`src/rtl/bsg_pkg.sv`:
```
package bsg_pkg;
   localparam int REG_RELOAD = 0;
   localparam int REG_CTRL   = 1;
   localparam int REG_PORT0  = 2;

   localparam int CTL_RUN  = 0;
   localparam int CTL_FAST = 1;

   localparam int PC_TX  = 0;
   localparam int PC_RX  = 1;
   localparam int PC_DBL = 2;

   typedef struct packed {
      logic dbl;
      logic rx_sel;
      logic tx_sel;
   } port_cfg_t;
endpackage

```
`src/rtl/bsg_prescaler.sv`:
```
module bsg_prescaler #(
   parameter int SLOW_DIV = 6
) (
   input  logic clk,
   input  logic rst_n,
   input  logic run_i,
   input  logic start_i,
   input  logic fast_i,
   input  logic clk_dbl_i,
   output logic ce_o
);
   localparam int MAX_PER = 2 * SLOW_DIV;
   localparam int PW      = $clog2(MAX_PER + 1);

   logic [PW-1:0] period;
   logic [PW-1:0] pre_q;
   logic          hit;

   always_comb begin
      period = fast_i ? PW'(1) : PW'(SLOW_DIV);
      if (!clk_dbl_i) period = period << 1;
   end

   assign hit  = (pre_q >= period - PW'(1));
   assign ce_o = run_i && !start_i && hit;

   always_ff @(posedge clk or negedge rst_n) begin
      if (!rst_n)                 pre_q <= '0;
      else if (!run_i || start_i) pre_q <= '0;
      else if (hit)               pre_q <= '0;
      else                        pre_q <= pre_q + PW'(1);
   end

   assert_prescale_idle_R8: assert property (@(posedge clk) disable iff (!rst_n)
      (!run_i) |=> (pre_q == '0));
endmodule

```
`src/rtl/bsg_reload_counter.sv`:
```
module bsg_reload_counter #(
   parameter int CNT_W = 8
) (
   input  logic             clk,
   input  logic             rst_n,
   input  logic             run_i,
   input  logic             start_i,
   input  logic             ce_i,
   input  logic [CNT_W-1:0] reload_i,
   output logic             ovf_o
);
   logic [CNT_W-1:0] cnt_q;
   logic             wrap;

   assign wrap = ce_i && (cnt_q == '1);

   always_ff @(posedge clk or negedge rst_n) begin
      if (!rst_n) begin
         cnt_q <= '0;
         ovf_o <= 1'b0;
      end else begin
         ovf_o <= wrap && !start_i;
         if (start_i)   cnt_q <= reload_i;
         else if (wrap) cnt_q <= reload_i;
         else if (ce_i) cnt_q <= cnt_q + CNT_W'(1);
      end
   end

   assert_start_load_R9: assert property (@(posedge clk) disable iff (!rst_n)
      start_i |=> (cnt_q == $past(reload_i)));
   assert_wrap_reload_R2: assert property (@(posedge clk) disable iff (!rst_n)
      (ce_i && !start_i && cnt_q == '1) |=> (cnt_q == $past(reload_i)));
   assert_hold_stopped_R8: assert property (@(posedge clk) disable iff (!rst_n)
      (!run_i) |=> $stable(cnt_q));
endmodule

```
`src/rtl/bsg_port_route.sv`:
```
module bsg_port_route
   import bsg_pkg::*;
(
   input  logic      clk,
   input  logic      rst_n,
   input  logic      run_i,
   input  logic      gen_ovf_i,
   input  port_cfg_t cfg_i,
   input  logic      tmr_ovf_i,
   output logic      tx_tick_o,
   output logic      rx_tick_o
);
   logic half_q;
   logic port_tick;

   assign port_tick = gen_ovf_i && (cfg_i.dbl || half_q);

   always_ff @(posedge clk or negedge rst_n) begin
      if (!rst_n) begin
         half_q    <= 1'b0;
         tx_tick_o <= 1'b0;
         rx_tick_o <= 1'b0;
      end else begin
         if (!run_i)         half_q <= 1'b0;
         else if (gen_ovf_i) half_q <= !half_q;
         tx_tick_o <= cfg_i.tx_sel ? port_tick : tmr_ovf_i;
         rx_tick_o <= cfg_i.rx_sel ? port_tick : tmr_ovf_i;
      end
   end

   assert_fallback_tx_R7: assert property (@(posedge clk) disable iff (!rst_n)
      (!cfg_i.tx_sel) |=> (tx_tick_o == $past(tmr_ovf_i)));
   assert_fallback_rx_R7: assert property (@(posedge clk) disable iff (!rst_n)
      (!cfg_i.rx_sel) |=> (rx_tick_o == $past(tmr_ovf_i)));
endmodule

```
`src/rtl/baud_share_gen.sv`:
```
module baud_share_gen
   import bsg_pkg::*;
#(
   parameter int NUM_PORTS = 2,
   parameter int CNT_W     = 8,
   parameter int DATA_W    = 8,
   parameter int SLOW_DIV  = 6,
   localparam int ADDR_W   = $clog2(NUM_PORTS + REG_PORT0)
) (
   input  logic                 clk,
   input  logic                 rst_n,
   input  logic                 wr_en_i,
   input  logic [ADDR_W-1:0]    wr_addr_i,
   input  logic [DATA_W-1:0]    wr_data_i,
   input  logic                 clk_dbl_i,
   input  logic [NUM_PORTS-1:0] tmr_ovf_i,
   output logic [NUM_PORTS-1:0] tx_tick_o,
   output logic [NUM_PORTS-1:0] rx_tick_o
);
   if (NUM_PORTS < 1) begin : g_bad_ports
      $error("NUM_PORTS must be at least 1");
   end
   if (CNT_W > DATA_W) begin : g_bad_width
      $error("CNT_W must not exceed DATA_W");
   end
   if (DATA_W < 3) begin : g_bad_data
      $error("DATA_W must hold the port config bits");
   end
   if (SLOW_DIV < 2) begin : g_bad_div
      $error("SLOW_DIV must be at least 2");
   end

   logic [CNT_W-1:0] reload_q;
   logic             run_q, fast_q, run_d;
   logic             start, ce, gen_ovf;
   port_cfg_t        cfg_q [NUM_PORTS];

   assign start = run_q && !run_d;

   always_ff @(posedge clk or negedge rst_n) begin
      if (!rst_n) begin
         reload_q <= '0;
         run_q    <= 1'b0;
         fast_q   <= 1'b0;
         run_d    <= 1'b0;
      end else begin
         run_d <= run_q;
         if (wr_en_i && wr_addr_i == ADDR_W'(REG_RELOAD))
            reload_q <= wr_data_i[CNT_W-1:0];
         if (wr_en_i && wr_addr_i == ADDR_W'(REG_CTRL)) begin
            run_q  <= wr_data_i[CTL_RUN];
            fast_q <= wr_data_i[CTL_FAST];
         end
      end
   end

   bsg_prescaler #(.SLOW_DIV(SLOW_DIV)) u_pre (
      .clk       (clk),
      .rst_n     (rst_n),
      .run_i     (run_q),
      .start_i   (start),
      .fast_i    (fast_q),
      .clk_dbl_i (clk_dbl_i),
      .ce_o      (ce)
   );

   bsg_reload_counter #(.CNT_W(CNT_W)) u_cnt (
      .clk      (clk),
      .rst_n    (rst_n),
      .run_i    (run_q),
      .start_i  (start),
      .ce_i     (ce),
      .reload_i (reload_q),
      .ovf_o    (gen_ovf)
   );

   for (genvar u = 0; u < NUM_PORTS; u++) begin : g_port
      always_ff @(posedge clk or negedge rst_n) begin
         if (!rst_n) begin
            cfg_q[u] <= '0;
         end else if (wr_en_i && wr_addr_i == ADDR_W'(REG_PORT0 + u)) begin
            cfg_q[u].tx_sel <= wr_data_i[PC_TX];
            cfg_q[u].rx_sel <= wr_data_i[PC_RX];
            cfg_q[u].dbl    <= wr_data_i[PC_DBL];
         end
      end

      bsg_port_route u_route (
         .clk       (clk),
         .rst_n     (rst_n),
         .run_i     (run_q),
         .gen_ovf_i (gen_ovf),
         .cfg_i     (cfg_q[u]),
         .tmr_ovf_i (tmr_ovf_i[u]),
         .tx_tick_o (tx_tick_o[u]),
         .rx_tick_o (rx_tick_o[u])
      );
   end

   assert_no_ovf_stopped_R8: assert property (@(posedge clk) disable iff (!rst_n)
      (!run_q) |=> !gen_ovf);
endmodule

```
`config.mk`:
```
export PLATFORM = sky130hd
export DESIGN_NAME = baud_share_gen
export DESIGN_NICKNAME = d
export VERILOG_FILES = /design/src/rtl/bsg_pkg.sv /design/src/rtl/bsg_prescaler.sv /design/src/rtl/bsg_reload_counter.sv /design/src/rtl/bsg_port_route.sv /design/src/rtl/baud_share_gen.sv
export SDC_FILE = /design/constraint.sdc
export NUM_CORES = 1
export LEC_CHECK = 0
export CAP_MARGIN = 20
export CORE_AREA = 2 2 60 62
export CTS_CLUSTER_DIAMETER = 30
export DETAILED_ROUTE_END_ITERATION = 12
export DIE_AREA = 0 0 62 64
export DONT_BUFFER_PORTS = 1
export GPL_TIMING_DRIVEN = 0
export PLACE_DENSITY = 0.73
export SLEW_MARGIN = 10
export SYNTH_ARGS = -nofsm -noshare
export SYNTH_HDL_FRONTEND = slang
export SYNTH_SLANG_ARGS = --single-unit
export TNS_END_PERCENT = 20
```
`constraint.sdc`:
```
create_clock -name clk -period 2.7 [get_ports clk]
set_input_delay 0.54 -clock clk [delete_from_list [all_inputs] [get_ports clk]]
set_output_delay 0.54 -clock clk [all_outputs]
set_load 0.005 [all_outputs]
```
==> impl_metrics.csv <==
group,metric,value,unit
outcome,status,"finished, final reports clean",
placement,pre_cts_slack,0.2205,ns
clocking,clkTransAtPathRegs,0.11,ns
synthesis,yosysSeqAreaShare,51.72,%
synthesis,syn_inst,146,
routing,drc,0,
routing,vias_per_cell,5.363,
routing,initialDrtViolationCount,18,
sta,max_freq,0.4180,GHz
placement,gp_congestion,0.8482,
placement,placed_cells,192,
grt,antenna_found_initial,0,
critical_path,crit_arrival,2.62,ns
grt,grt_overflow_total,0,
floorplanning,die_area,3968,µm²
routing,ant_nets,0,
critical_path,worstPathMaxFanout,7,
synthesis,synth_nets,168,
clocking,cts_resized,0,
critical_path,regToRegSetupSlack,0.31,ns
grt,grtUsageTotal,17.61,%
placement,port_buffers,0,
clocking,cts_made_buffers,5,
sta,fin_crit,2.392,ns
clocking,postCtsSetupBuffers,0,
sta,finClkSkew,0.01168,ns
critical_path,worst_setup_path_start_kind,"register",
synthesis,yosysWarnings,0,
grt,grt_start_max_net_pins,37,
routing,drt_wl_total,2964,µm
sta,fin_ws,0.3079,ns
hold_path,hold_class,"input pin to asynchronous set/reset pin",
sta,finalMaxSlewViolations,0,
grt,grt_pass1_wl,5016,µm
synthesis,synth-async-reset-ratio,100.0,%
floorplanning,ios,20,
clocking,cts_root_buf,"clkbuf_4",
cells_and_area,fin_util,57.26,%
power,p_leak,0.8217,nW
synthesis,syn_area,1742,µm²
placement,placed_cell_area,1799,µm²
cells_and_area,drive_above_1_share,29.68,%
synthesis,synth_ff_type,"dfrtp_1",
critical_path,endpoint_kind,"register",
synthesis,syn_avg_cell_area,11.93,µm²
cells_and_area,finalNonFillerCells,201,
floorplanning,rows,21,
cells_and_area,final_cell_mix,"36 x dfrtp_1, 20 x mux2_2, 12 x nor2_1",
routing,drt_first_pass_iters,4,
critical_path,worstSetupPathType,"register to register",
sta,hold_viol_final,0,
cells_and_area,mostFrequentLayoutCell,"dfrtp_1",
routing,vias,1078,
clocking,cts_buffer_depth,2,
cells_and_area,fin_nets,176,
clocking,cts.htree.levels,2,
routing,wl_per_cell,14.75,µm
floorplanning,start_util,53.03,%
sta,hold_ws,0.01726,ns
floorplanning,die_w,62,µm
sta,tightest_slew,0.6936,ns
floorplanning,dieHeight,64,µm
run,max_cap_violations,0,
critical_path,worst_ep_required_time,2.92,ns
synthesis,synth_edf_count,0,
placement,hpwl,2177,µm
floorplanning,core,3284,µm²
power,pwr_density_cell,746.8,nW/µm²
clocking,insertion_delay,0.34,ns
power,ir_drop,0.0004078,V
synthesis,ys_seq_elements,36,
sta,setup_viol,0,
cells_and_area,fin_area,1881,µm²
sta,finalCritPeriodShare,88.60,%
cells_and_area,fillerInstances,285,
sta,rsz0062_at_grt,"no",
clocking,clkSinkCount,36,
cells_and_area,syn2layout_area_growth,7.974,%
power,total_power,1.404,mW
sta,relSlewSlack,53.56,%
clocking,cts_tree,"yes",
cells_and_area,antenna_cells,0,
sta,finalSetupTns,0,ns
grt,grt_pass1_vias,1168,
synthesis,synth.distinct_cells,37,
worst max-delay path: stages (launching register included):
cell and delay [ns]:
dfrtp_1 0.44, or2_2 0.29, ha_1 0.30, o211ai_1 0.11, o21ai_2 0.33, nand4_1 0.21
a31o_1 0.25, a221o_1 0.35
cell type report:
cell class                 instances  area [µm²]  area share [%]
sequential                        36       900.9           47.90
multi-input combinational         99       777.0           41.32
tap                               46       57.56           3.061
clock buffer                       6       51.30           2.728
buffer                             5       41.29           2.196
inverter                           6       22.52           1.198
timing repair buffer               1       20.02           1.065
clock inverter                     2       10.01          0.5323
power by group:
group	total [mW]	switching [mW]	internal, mW
clock	0.294	0.170	0.124
combinational	0.358	0.181	0.177
sequential	0.753	0.0993	0.653
total	1.40	0.450	0.954
registers in the layout, summed over array words and instances (netlist names):
| signal | cells |
|---|---|
| g_port.u_route.half_q | 2 |
| run_d | 1 |
| reload_q | 8 |
| u_cnt.cnt_q | 8 |
| cfg_q | 6 |
| u_pre.pre_q | 4 |
| fast_q | 1 |
| g_port.u_route.tx_tick_o | 2 |
| u_cnt.ovf_o | 1 |
| run_q | 1 |
| g_port.u_route.rx_tick_o | 2 |
cells in the mapped netlist (2+ instances only):
cell type  number  area [µm²]
mux2_2         20       225.2
xnor2_1         3       26.28
dfrtp_1        36       900.9
a31o_1          2       17.52
ha_1            6       75.07
or2_2           3       18.77
nand3_1         5       25.02
nand2_1        10       37.54
nor3b_2         2       25.02
nor2_1         12       45.04
buf_4           4       30.03
inv_1           6       22.52
mux2i_1         2       20.02
o21a_1          3       22.52
nand3b_1        2       15.01
a21oi_1         6       30.03
o21ai_0         2       10.01
o21ai_2         2       17.52
nand4_1         2       12.51
timing repair:
item	in CTS	in global routing
endpoints found under the hold margin	36	0
hold buffers	1	0
endpoints found under the setup margin	0	0
per-layer routing:
layer	up-vias	routed length [µm]	GRT usage, %
li1	537	-	-
met1	528	1310	21.72
met2	8	1522	27.60
met3	5	81	6.073
met4	0	50	7.181
met5	-	0	0
cells by family after synthesis:
logic type	count (synthesis)	share of synthesized area (%)
fa+ha+maj	6	4.310
buf+inv	11	3.664
mux	22	14.08
flops	36	51.72
simple gates	43	14.01
xor+xnor	4	2.012
compound gates	24	10.20
worst paths after layout:
kind,from,end,cells after the start
max,fast_q,u_cnt.cnt_q[3],7
max reg2reg,fast_q,u_cnt.cnt_q[3],7
min reg2reg,reload_q[2],u_cnt.cnt_q[2],2
max in group asynchronous,rst_n,u_pre.pre_q[1],1
min in group clk,wr_data_i[2],cfg_q[5],1
min,rst_n,run_q,1
No activity file was read; power rests on OpenSTA's default activity.
